--- src/rtl/perf_clk_pkg.sv ---
package perf_clk_pkg;
  localparam int NUM_LVL   = 8;
  localparam int LVL_W     = $clog2(NUM_LVL);
  localparam int LVL_FLD_W = 4;
  localparam int ADDR_W    = 8;
  localparam int DATA_W    = 32;
  localparam int PDIV_W    = 5;
  localparam int SRC_W     = 3;
  localparam int MODE_W    = 2;
  localparam int MND_W     = 8;
  localparam int SRC_LSB   = 8;
  localparam int MODE_LSB  = 12;
  localparam int STRIDE    = 4;

  localparam logic [ADDR_W-1:0] OFS_CMD = 8'h14;
  localparam logic [ADDR_W-1:0] OFS_CFG = 8'h1C;
  localparam logic [ADDR_W-1:0] OFS_M   = 8'h5C;
  localparam logic [ADDR_W-1:0] OFS_N   = 8'h9C;
  localparam logic [ADDR_W-1:0] SPAN    = ADDR_W'(NUM_LVL * STRIDE);

  typedef enum logic [2:0] {RG_NONE, RG_CMD, RG_CFG, RG_M, RG_N} reg_kind_e;

  typedef struct packed {
    reg_kind_e        kind;
    logic [LVL_W-1:0] idx;
  } reg_sel_t;

  typedef struct packed {
    logic [PDIV_W-1:0] pdiv;
    logic [SRC_W-1:0]  src;
    logic [MODE_W-1:0] mode;
  } lvl_cfg_t;

  typedef struct packed {
    logic [SRC_W-1:0]  src;
    logic [PDIV_W-1:0] pdiv;
    logic [MODE_W-1:0] mode;
    logic [MND_W-1:0]  m;
    logic [MND_W:0]    n;
  } act_cfg_t;

  function automatic logic in_window(input logic [ADDR_W-1:0] a,
                                     input logic [ADDR_W-1:0] base);
    logic [ADDR_W-1:0] off;
    off = a - base;
    return (off < SPAN) && (off[1:0] == 2'b00);
  endfunction

  function automatic logic [LVL_W-1:0] window_idx(input logic [ADDR_W-1:0] a,
                                                  input logic [ADDR_W-1:0] base);
    logic [ADDR_W-1:0] off;
    off = a - base;
    return off[LVL_W+1:2];
  endfunction

  function automatic reg_sel_t decode_addr(input logic [ADDR_W-1:0] a);
    reg_sel_t s;
    s.kind = RG_NONE;
    s.idx  = '0;
    if (a == OFS_CMD) begin
      s.kind = RG_CMD;
    end else if (in_window(a, OFS_CFG)) begin
      s.kind = RG_CFG;
      s.idx  = window_idx(a, OFS_CFG);
    end else if (in_window(a, OFS_M)) begin
      s.kind = RG_M;
      s.idx  = window_idx(a, OFS_M);
    end else if (in_window(a, OFS_N)) begin
      s.kind = RG_N;
      s.idx  = window_idx(a, OFS_N);
    end
    return s;
  endfunction

  function automatic lvl_cfg_t unpack_cfg(input logic [DATA_W-1:0] w);
    lvl_cfg_t c;
    c.pdiv = w[PDIV_W-1:0];
    c.src  = w[SRC_LSB +: SRC_W];
    c.mode = w[MODE_LSB +: MODE_W];
    return c;
  endfunction

  function automatic logic [DATA_W-1:0] pack_cfg(input lvl_cfg_t c);
    logic [DATA_W-1:0] w;
    w = '0;
    w[PDIV_W-1:0]         = c.pdiv;
    w[SRC_LSB +: SRC_W]   = c.src;
    w[MODE_LSB +: MODE_W] = c.mode;
    return w;
  endfunction

  function automatic act_cfg_t resolve_level(input lvl_cfg_t c,
                                             input logic [MND_W-1:0] m,
                                             input logic [MND_W-1:0] n_enc);
    act_cfg_t r;
    r.src  = c.src;
    r.pdiv = (c.pdiv == '0) ? PDIV_W'(1) : c.pdiv;
    r.mode = c.mode;
    if (c.mode != '0) begin
      r.m = m;
      r.n = {1'b0, ~n_enc} + {1'b0, m};
    end else begin
      r.m = '0;
      r.n = '0;
    end
    return r;
  endfunction

  function automatic act_cfg_t reset_cfg();
    act_cfg_t r;
    r      = '0;
    r.pdiv = PDIV_W'(1);
    return r;
  endfunction
endpackage

--- src/rtl/perf_lvl_bank.sv ---
module perf_lvl_bank
  import perf_clk_pkg::*;
(
  input  logic                 clk,
  input  logic                 rst_n,
  input  logic                 wr_en,
  input  reg_sel_t             wr_sel,
  input  logic [DATA_W-1:0]    wr_word,
  input  reg_sel_t             rd_sel,
  output logic [DATA_W-1:0]    rd_word,
  input  logic [LVL_W-1:0]     load_lvl,
  output act_cfg_t             load_cfg
);
  lvl_cfg_t         cfg_q [NUM_LVL];
  logic [MND_W-1:0] m_q   [NUM_LVL];
  logic [MND_W-1:0] n_q   [NUM_LVL];

  for (genvar g = 0; g < NUM_LVL; g++) begin : g_lvl
    logic hit;
    assign hit = wr_en && (wr_sel.idx == LVL_W'(g));
    always_ff @(posedge clk or negedge rst_n) begin
      if (!rst_n) begin
        cfg_q[g] <= '0;
        m_q[g]   <= '0;
        n_q[g]   <= '0;
      end else if (hit) begin
        if (wr_sel.kind == RG_CFG) cfg_q[g] <= unpack_cfg(wr_word);
        if (wr_sel.kind == RG_M)   m_q[g]   <= wr_word[MND_W-1:0];
        if (wr_sel.kind == RG_N)   n_q[g]   <= wr_word[MND_W-1:0];
      end
    end
  end

  always_comb begin
    case (rd_sel.kind)
      RG_CFG:  rd_word = pack_cfg(cfg_q[rd_sel.idx]);
      RG_M:    rd_word = DATA_W'(m_q[rd_sel.idx]);
      RG_N:    rd_word = DATA_W'(n_q[rd_sel.idx]);
      default: rd_word = '0;
    endcase
  end

  assign load_cfg = resolve_level(cfg_q[load_lvl], m_q[load_lvl], n_q[load_lvl]);
endmodule

--- src/rtl/perf_lvl_tracker.sv ---
module perf_lvl_tracker
  import perf_clk_pkg::*;
(
  input  logic                 clk,
  input  logic                 rst_n,
  input  logic                 sw_en,
  input  logic                 req_valid,
  input  logic [LVL_FLD_W-1:0] req,
  output logic [LVL_W-1:0]     pend_lvl,
  output logic [LVL_W-1:0]     act_lvl,
  output logic [LVL_W-1:0]     load_lvl,
  output logic                 load_evt
);
  logic req_ok;

  assign req_ok   = req_valid && (req < LVL_FLD_W'(NUM_LVL));
  assign load_lvl = req_ok ? req[LVL_W-1:0] : pend_lvl;
  assign load_evt = sw_en && (load_lvl != act_lvl);

  always_ff @(posedge clk or negedge rst_n) begin
    if (!rst_n) begin
      pend_lvl <= '0;
      act_lvl  <= '0;
    end else begin
      pend_lvl <= load_lvl;
      if (load_evt) act_lvl <= load_lvl;
    end
  end
endmodule

--- src/rtl/perf_act_cfg.sv ---
module perf_act_cfg
  import perf_clk_pkg::*;
(
  input  logic     clk,
  input  logic     rst_n,
  input  logic     load_evt,
  input  act_cfg_t load_cfg,
  output act_cfg_t act
);
  always_ff @(posedge clk or negedge rst_n) begin
    if (!rst_n)        act <= reset_cfg();
    else if (load_evt) act <= load_cfg;
  end
endmodule

--- src/rtl/perf_clk_sel.sv ---
module perf_clk_sel
  import perf_clk_pkg::*;
(
  input  logic                 clk,
  input  logic                 rst_n,
  input  logic                 wr_valid,
  output logic                 wr_ready,
  input  logic [ADDR_W-1:0]    wr_addr,
  input  logic [DATA_W-1:0]    wr_data,
  input  logic                 rd_valid,
  output logic                 rd_ready,
  input  logic [ADDR_W-1:0]    rd_addr,
  output logic                 rd_resp_valid,
  output logic [DATA_W-1:0]    rd_data,
  input  logic                 lvl_req_valid,
  input  logic [LVL_FLD_W-1:0] lvl_req,
  output logic [SRC_W-1:0]     clk_src_sel,
  output logic [PDIV_W-1:0]    clk_pre_div,
  output logic [MODE_W-1:0]    clk_mnd_mode,
  output logic [MND_W-1:0]     clk_m,
  output logic [MND_W:0]       clk_n
);
  reg_sel_t          wr_sel, rd_sel;
  logic              sw_en;
  logic              wr_fire, rd_fire;
  logic [DATA_W-1:0] bank_word;
  logic [DATA_W-1:0] rd_word;
  logic [LVL_W-1:0]  pend_lvl, act_lvl, load_lvl;
  logic              load_evt;
  act_cfg_t          load_cfg, act;
  logic              unused_wr_bits;

  assign wr_ready = 1'b1;
  assign rd_ready = 1'b1;
  assign wr_fire  = wr_valid && wr_ready;
  assign rd_fire  = rd_valid && rd_ready;
  assign wr_sel   = decode_addr(wr_addr);
  assign rd_sel   = decode_addr(rd_addr);
  assign unused_wr_bits = ^wr_data[DATA_W-1:MODE_LSB+MODE_W];

  always_ff @(posedge clk or negedge rst_n) begin
    if (!rst_n)                             sw_en <= 1'b0;
    else if (wr_fire && wr_sel.kind == RG_CMD) sw_en <= wr_data[0];
  end

  perf_lvl_bank u_bank (
    .clk      (clk),
    .rst_n    (rst_n),
    .wr_en    (wr_fire),
    .wr_sel   (wr_sel),
    .wr_word  (wr_data),
    .rd_sel   (rd_sel),
    .rd_word  (bank_word),
    .load_lvl (load_lvl),
    .load_cfg (load_cfg)
  );

  perf_lvl_tracker u_track (
    .clk       (clk),
    .rst_n     (rst_n),
    .sw_en     (sw_en),
    .req_valid (lvl_req_valid),
    .req       (lvl_req),
    .pend_lvl  (pend_lvl),
    .act_lvl   (act_lvl),
    .load_lvl  (load_lvl),
    .load_evt  (load_evt)
  );

  perf_act_cfg u_act (
    .clk      (clk),
    .rst_n    (rst_n),
    .load_evt (load_evt),
    .load_cfg (load_cfg),
    .act      (act)
  );

  always_comb begin
    if (rd_sel.kind == RG_CMD)
      rd_word = DATA_W'({LVL_FLD_W'(act_lvl), sw_en});
    else
      rd_word = bank_word;
  end

  always_ff @(posedge clk or negedge rst_n) begin
    if (!rst_n) begin
      rd_resp_valid <= 1'b0;
      rd_data       <= '0;
    end else begin
      rd_resp_valid <= rd_fire;
      if (rd_fire) rd_data <= rd_word;
    end
  end

  assign clk_src_sel  = act.src;
  assign clk_pre_div  = act.pdiv;
  assign clk_mnd_mode = act.mode;
  assign clk_m        = act.m;
  assign clk_n        = act.n;
endmodule

--- config.mk ---
export PLATFORM = sky130hd
export DESIGN_NAME = perf_clk_sel
export DESIGN_NICKNAME = d
export VERILOG_FILES = /design/src/rtl/perf_clk_pkg.sv /design/src/rtl/perf_lvl_bank.sv /design/src/rtl/perf_lvl_tracker.sv /design/src/rtl/perf_act_cfg.sv /design/src/rtl/perf_clk_sel.sv
export SDC_FILE = /design/constraint.sdc
export NUM_CORES = 1
export LEC_CHECK = 0
export ABC_CLOCK_PERIOD_IN_PS = 10600
export BUFFER_PORTS_ARGS = -buffer_cell sky130_fd_sc_hd__buf_2
export CORE_MARGIN = 8
export CORE_UTILIZATION = 55
export DETAILED_ROUTE_END_ITERATION = 10
export HOLD_SLACK_MARGIN = 0.02
export PLACE_DENSITY_LB_ADDON = 0.1
export SETUP_SLACK_MARGIN = 0.02
export SLEW_MARGIN = 10
export SYNTH_ARGS = -nofsm -noshare
export SYNTH_HDL_FRONTEND = slang
export SYNTH_SLANG_ARGS = --single-unit
--- constraint.sdc ---
create_clock -name clk -period 10.6 [get_ports clk]
set_input_delay 1.59 -clock clk [delete_from_list [all_inputs] [get_ports clk]]
set_output_delay 1.59 -clock clk [all_outputs]
set_load 0.02 [all_outputs]
==> flow_metrics.py <==
metrics = {
    "sta": {
        "period_share_pct": 52.9,
        "fin_skew_ns": 0.0119,
        "setup_viol": 0,
        "min_period_ns": 5.61,
        "max_freq_mhz": 178,
        "fin_setup_tns_ns": 0,
        "worstMarginPinSlew_ns": 1.22,
        "maxSlewViolCount": 0,
        "final_hold_viol_count": 0,
        "rsz0062_at_grt": "no",
        "relSlewSlack_pct": 18.0,
    },
    "final_layout": {
        "final_area_sq_um": 15500,
        "layout-drive-gt1-share_pct": 35.6,
        "post-route-util_pct": 61.9,
        "synthToLayoutAreaGrowth_pct": 10.8,
        "finalNetCount": 1307,
        "antenna_cells": 0,
    },
    "route": {
        "post_drt_wl_per_cell_um": 24.6,
        "antenna_left": 0,
        "drc": 0,
        "num_vias": 10100,
        "viasPerCell": 6.35,
        "wirelength_mm": 39.1,
        "first_iter_violations": 957,
        "first_pass_iters": 7,
    },
    "die": {
        "dieHeight_um": 176,
        "rows": 58,
        "coreArea_sq_um": 25100,
        "dieWidth_um": 176,
        "ioPinCount": 119,
        "initial_core_util_pct": 55.9,
        "fp.dieArea_sq_um": 30900,
    },
    "clock_network": {
        "clkTransAtPathRegs_ns": 0.06,
        "postCtsSetupBuffers": 0,
        "cts_resized": 0,
        "tritoncts": "done",
        "cts_buffers": 28,
        "htreeDepth": 1,
        "clk-insertion-delay-late_ns": 0.54,
        "clk_path_buf_depth": 3,
        "root_buffer": "clkbuf_16",
        "cts.sinks": 256,
        "hold_buffers": 0,
    },
    "global_routing": {
        "grt_pass1_wl_mm": 60.2,
        "antenna_found_initial": 0,
        "gr-total-overflow": 0,
        "grt_pass1_vias": 10000,
        "grt_max_degree": 121,
        "grt_use_total_pct": 25.3,
    },
    "logic_synthesis": {
        "synth_edf_count": 0,
        "async_reset_ff_share_pct": 100,
        "ys_warn_count": 0,
        "synthDistinctLibCells": 70,
        "synthFlopType": "dfrtp_1",
        "synth.avg_cell_area_sq_um": 11.8,
        "ys_seq_area_share_pct": 45.7,
        "ys_ff_latch": 256,
        "netlist_instances": 1184,
        "syn_area_sq_um": 14000,
    },
    "power": {
        "vdd_drop_max_v": 0.000102,
        "powerDensity_nw_per_um2": 158,
        "leakagePower_nw": 7.21,
    },
    "place": {
        "dpl.hpwl_mm": 25.2,
        "place_area_sq_um": 14600,
        "place.gp.congestion": 0.811,
        "place.port_buffers": 78,
    },
    "hold_path": {
        "whs_endpoint": "u_act.act[2]",
        "hold_depth": 2,
        "hold_class": "flop to flop",
        "hp-start": "u_act.act[2]",
    },
    "critical_path": {
        "crit_top_cell": "o21ai_0",
        "crit_path_max_fanout": 34,
        "cp-end-kind": "flop",
        "cp.arrival_ns": 6.07,
        "crit_chain": "buf_2 > nand2b_1 > mux2i_1 > clkinv_2 > buf_4 > mux4_2 > mux2i_1 > ha_1 > inv_1 > fa_1 > nor2b_1 > o21ai_0 > a21boi_0 > o21ai_0 > nand2b_1 > a21o_1 > a21oi_1 > o21ai_0",
        "setup.worst_path.class": "primary input to flop",
        "r2r-end": "u_act.act[8]",
        "start_kind": "primary input",
        "r2r_cells": 16,
        "r2r_slack_ns": 6.08,
        "cp-startpoint": "lvl_req[3]",
        "cp_slowest_cell": "buf_4",
        "slowest_delay_ns": 0.54,
        "rr_startpoint": "u_track.pend_lvl[1]",
        "crit_required_ns": 11.06,
    },
    "flow_run": {
        "cap_viol_max_count": 0,
    },
    "status": {
        "outcome": "complete, no violations",
    },
}
[layout by cell type, fill, tap and decap left out, types with 5 or more instances in the layout]
cell type | synthesis | final
nand2_1 | 139 | 139
a221oi_1 | 9 | 9
mux2i_1 | 29 | 29
nand2b_1 | 6 | 6
and2_1 | 16 | 16
o21ai_0 | 32 | 32
nor2b_1 | 6 | 6
buf_4 | 27 | 17
a211oi_1 | 20 | 20
conb_1 | 2 | 21
a22o_1 | 13 | 13
buf_2 | 19 | 77
dfrtp_1 | 255 | 255
clkbuf_16 | 0 | 29
clkinv_2 | 0 | 5
a21o_1 | 6 | 6
nand4_1 | 6 | 6
nor3_1 | 21 | 21
nor2_1 | 61 | 61
nand3_1 | 23 | 23
inv_1 | 10 | 10
a21oi_1 | 23 | 23
ha_1 | 12 | 12
nor2_2 | 7 | 7
clkbuf_1 | 39 | 6
o22ai_1 | 8 | 8
o31ai_1 | 7 | 6
mux2_2 | 221 | 221
mux4_2 | 56 | 56
a31oi_1 | 13 | 13
or3_1 | 8 | 8
clkbuf_8 | 0 | 7
o221ai_1 | 9 | 9
nor3_2 | 5 | 5
xnor2_1 | 8 | 8
[final cells by class]
type                       instances  area [sq um]
clock inverter                     7           110
timing repair buffer              95           528
clock buffer                      42           845
fill                            2089          9560
sequential                       256          6410
tap                              330           413
multi-input combinational        843          7190
inverter                          13          50.0
[per-layer routing]
metal	vias to the layer above	share of wire, %	GRT usage [%]
met5	-	0	0
met3	45	8.9	6.16
met2	383	45	38.0
met4	0	1.7	5.65
li1	4447	-	-
met1	5189	45	36.4
[through the flow]
| step | total power, mW | hold slack [ns] | instances | setup slack, ns |
|---|---|---|---|---|
| 2_1_floorplan | 1.35 | 0.489 | 1203 | 5.58 |
| 3_3_place_gp | 1.46 | 0.455 | 1537 | 4.42 |
| 3_5_place_dp | 1.47 | 0.465 | 1537 | 4.39 |
| 4_1_cts | 2.48 | 0.478 | 1586 | 4.95 |
| 5_1_grt | 2.55 | 0.508 | 1586 | 4.49 |
| 6_report | 2.46 | 0.472 | 1586 | 4.99 |
[worst max-delay path by stage]
stage	cells after the start	slack, ns	to
floorplan	17	5.58	u_act.act[8]
global placement	18	4.42	u_act.act[8]
detailed placement	18	4.39	u_act.act[8]
CTS	18	4.95	u_act.act[8]
global route	18	4.49	u_act.act[8]
finish	18	4.99	u_act.act[8]
[synth_stat cells (7+ instances only)]
library cell | count | share of area (%)
and2_1 | 16 | 0.71
nor2_1 | 61 | 1.6
a31oi_1 | 13 | 0.58
a21oi_1 | 23 | 0.82
clkbuf_1 | 39 | 1.0
o21ai_0 | 32 | 1.1
a221oi_1 | 9 | 0.56
a211oi_1 | 20 | 1.1
nand2_1 | 139 | 3.7
o22ai_1 | 8 | 0.36
or3_1 | 8 | 0.36
a22o_1 | 13 | 0.81
o221ai_1 | 9 | 0.56
buf_2 | 19 | 0.68
inv_1 | 10 | 0.27
ha_1 | 12 | 1.1
mux4_2 | 56 | 9.0
mux2i_1 | 29 | 2.1
xnor2_1 | 8 | 0.50
mux2_2 | 221 | 18
nand3_1 | 23 | 0.82
nor3_1 | 21 | 0.75
buf_4 | 27 | 1.4
dfrtp_1 | 255 | 45
o31ai_1 | 7 | 0.37
nor2_2 | 7 | 0.31
[registers in the layout, indices dropped and copies added (netlist names)]
signal and flops:
u_act.act 27, sw_en 1, u_track.pend_lvl 3, u_bank.n_q 64
u_track.act_lvl 3, rd_resp_valid 1, u_bank.cfg_q 80, u_bank.m_q 64
rd_data 13
[cells by family after synthesis]
kind of cell               after synthesis  share of synthesized area [%]
adders and majority gates               13                           1.21
buffers and inverters                  104                           3.84
DFF                                    256                           45.7
AOI/OAI and AO/OA                      165                           8.49
xor gates and xnor gates                13                          0.865
and+or+nand+nor                        323                           10.9
muxes                                  308                           29.0
other                                    2                         0.0535
[worst max-delay path, delay by kind of cell]
| family | cells | cell delay, ns |
|---|---|---|
| buffers and inverters | 4 | 1.19 |
| AO/OA/AOI/OAI | 6 | 0.81 |
| adder cells (fa/ha/maj) | 2 | 0.64 |
| AND/OR/NAND/NOR | 3 | 0.47 |
| multiplexers | 3 | 1.31 |
[where the power goes]
group,internal [mW],switching (mW),leakage (nW)
clock network,0.618,0.388,0.473
logic,0.155,0.232,3.23
registers,1.03,0.0376,3.51
Power figures use the tool's default switching activity.
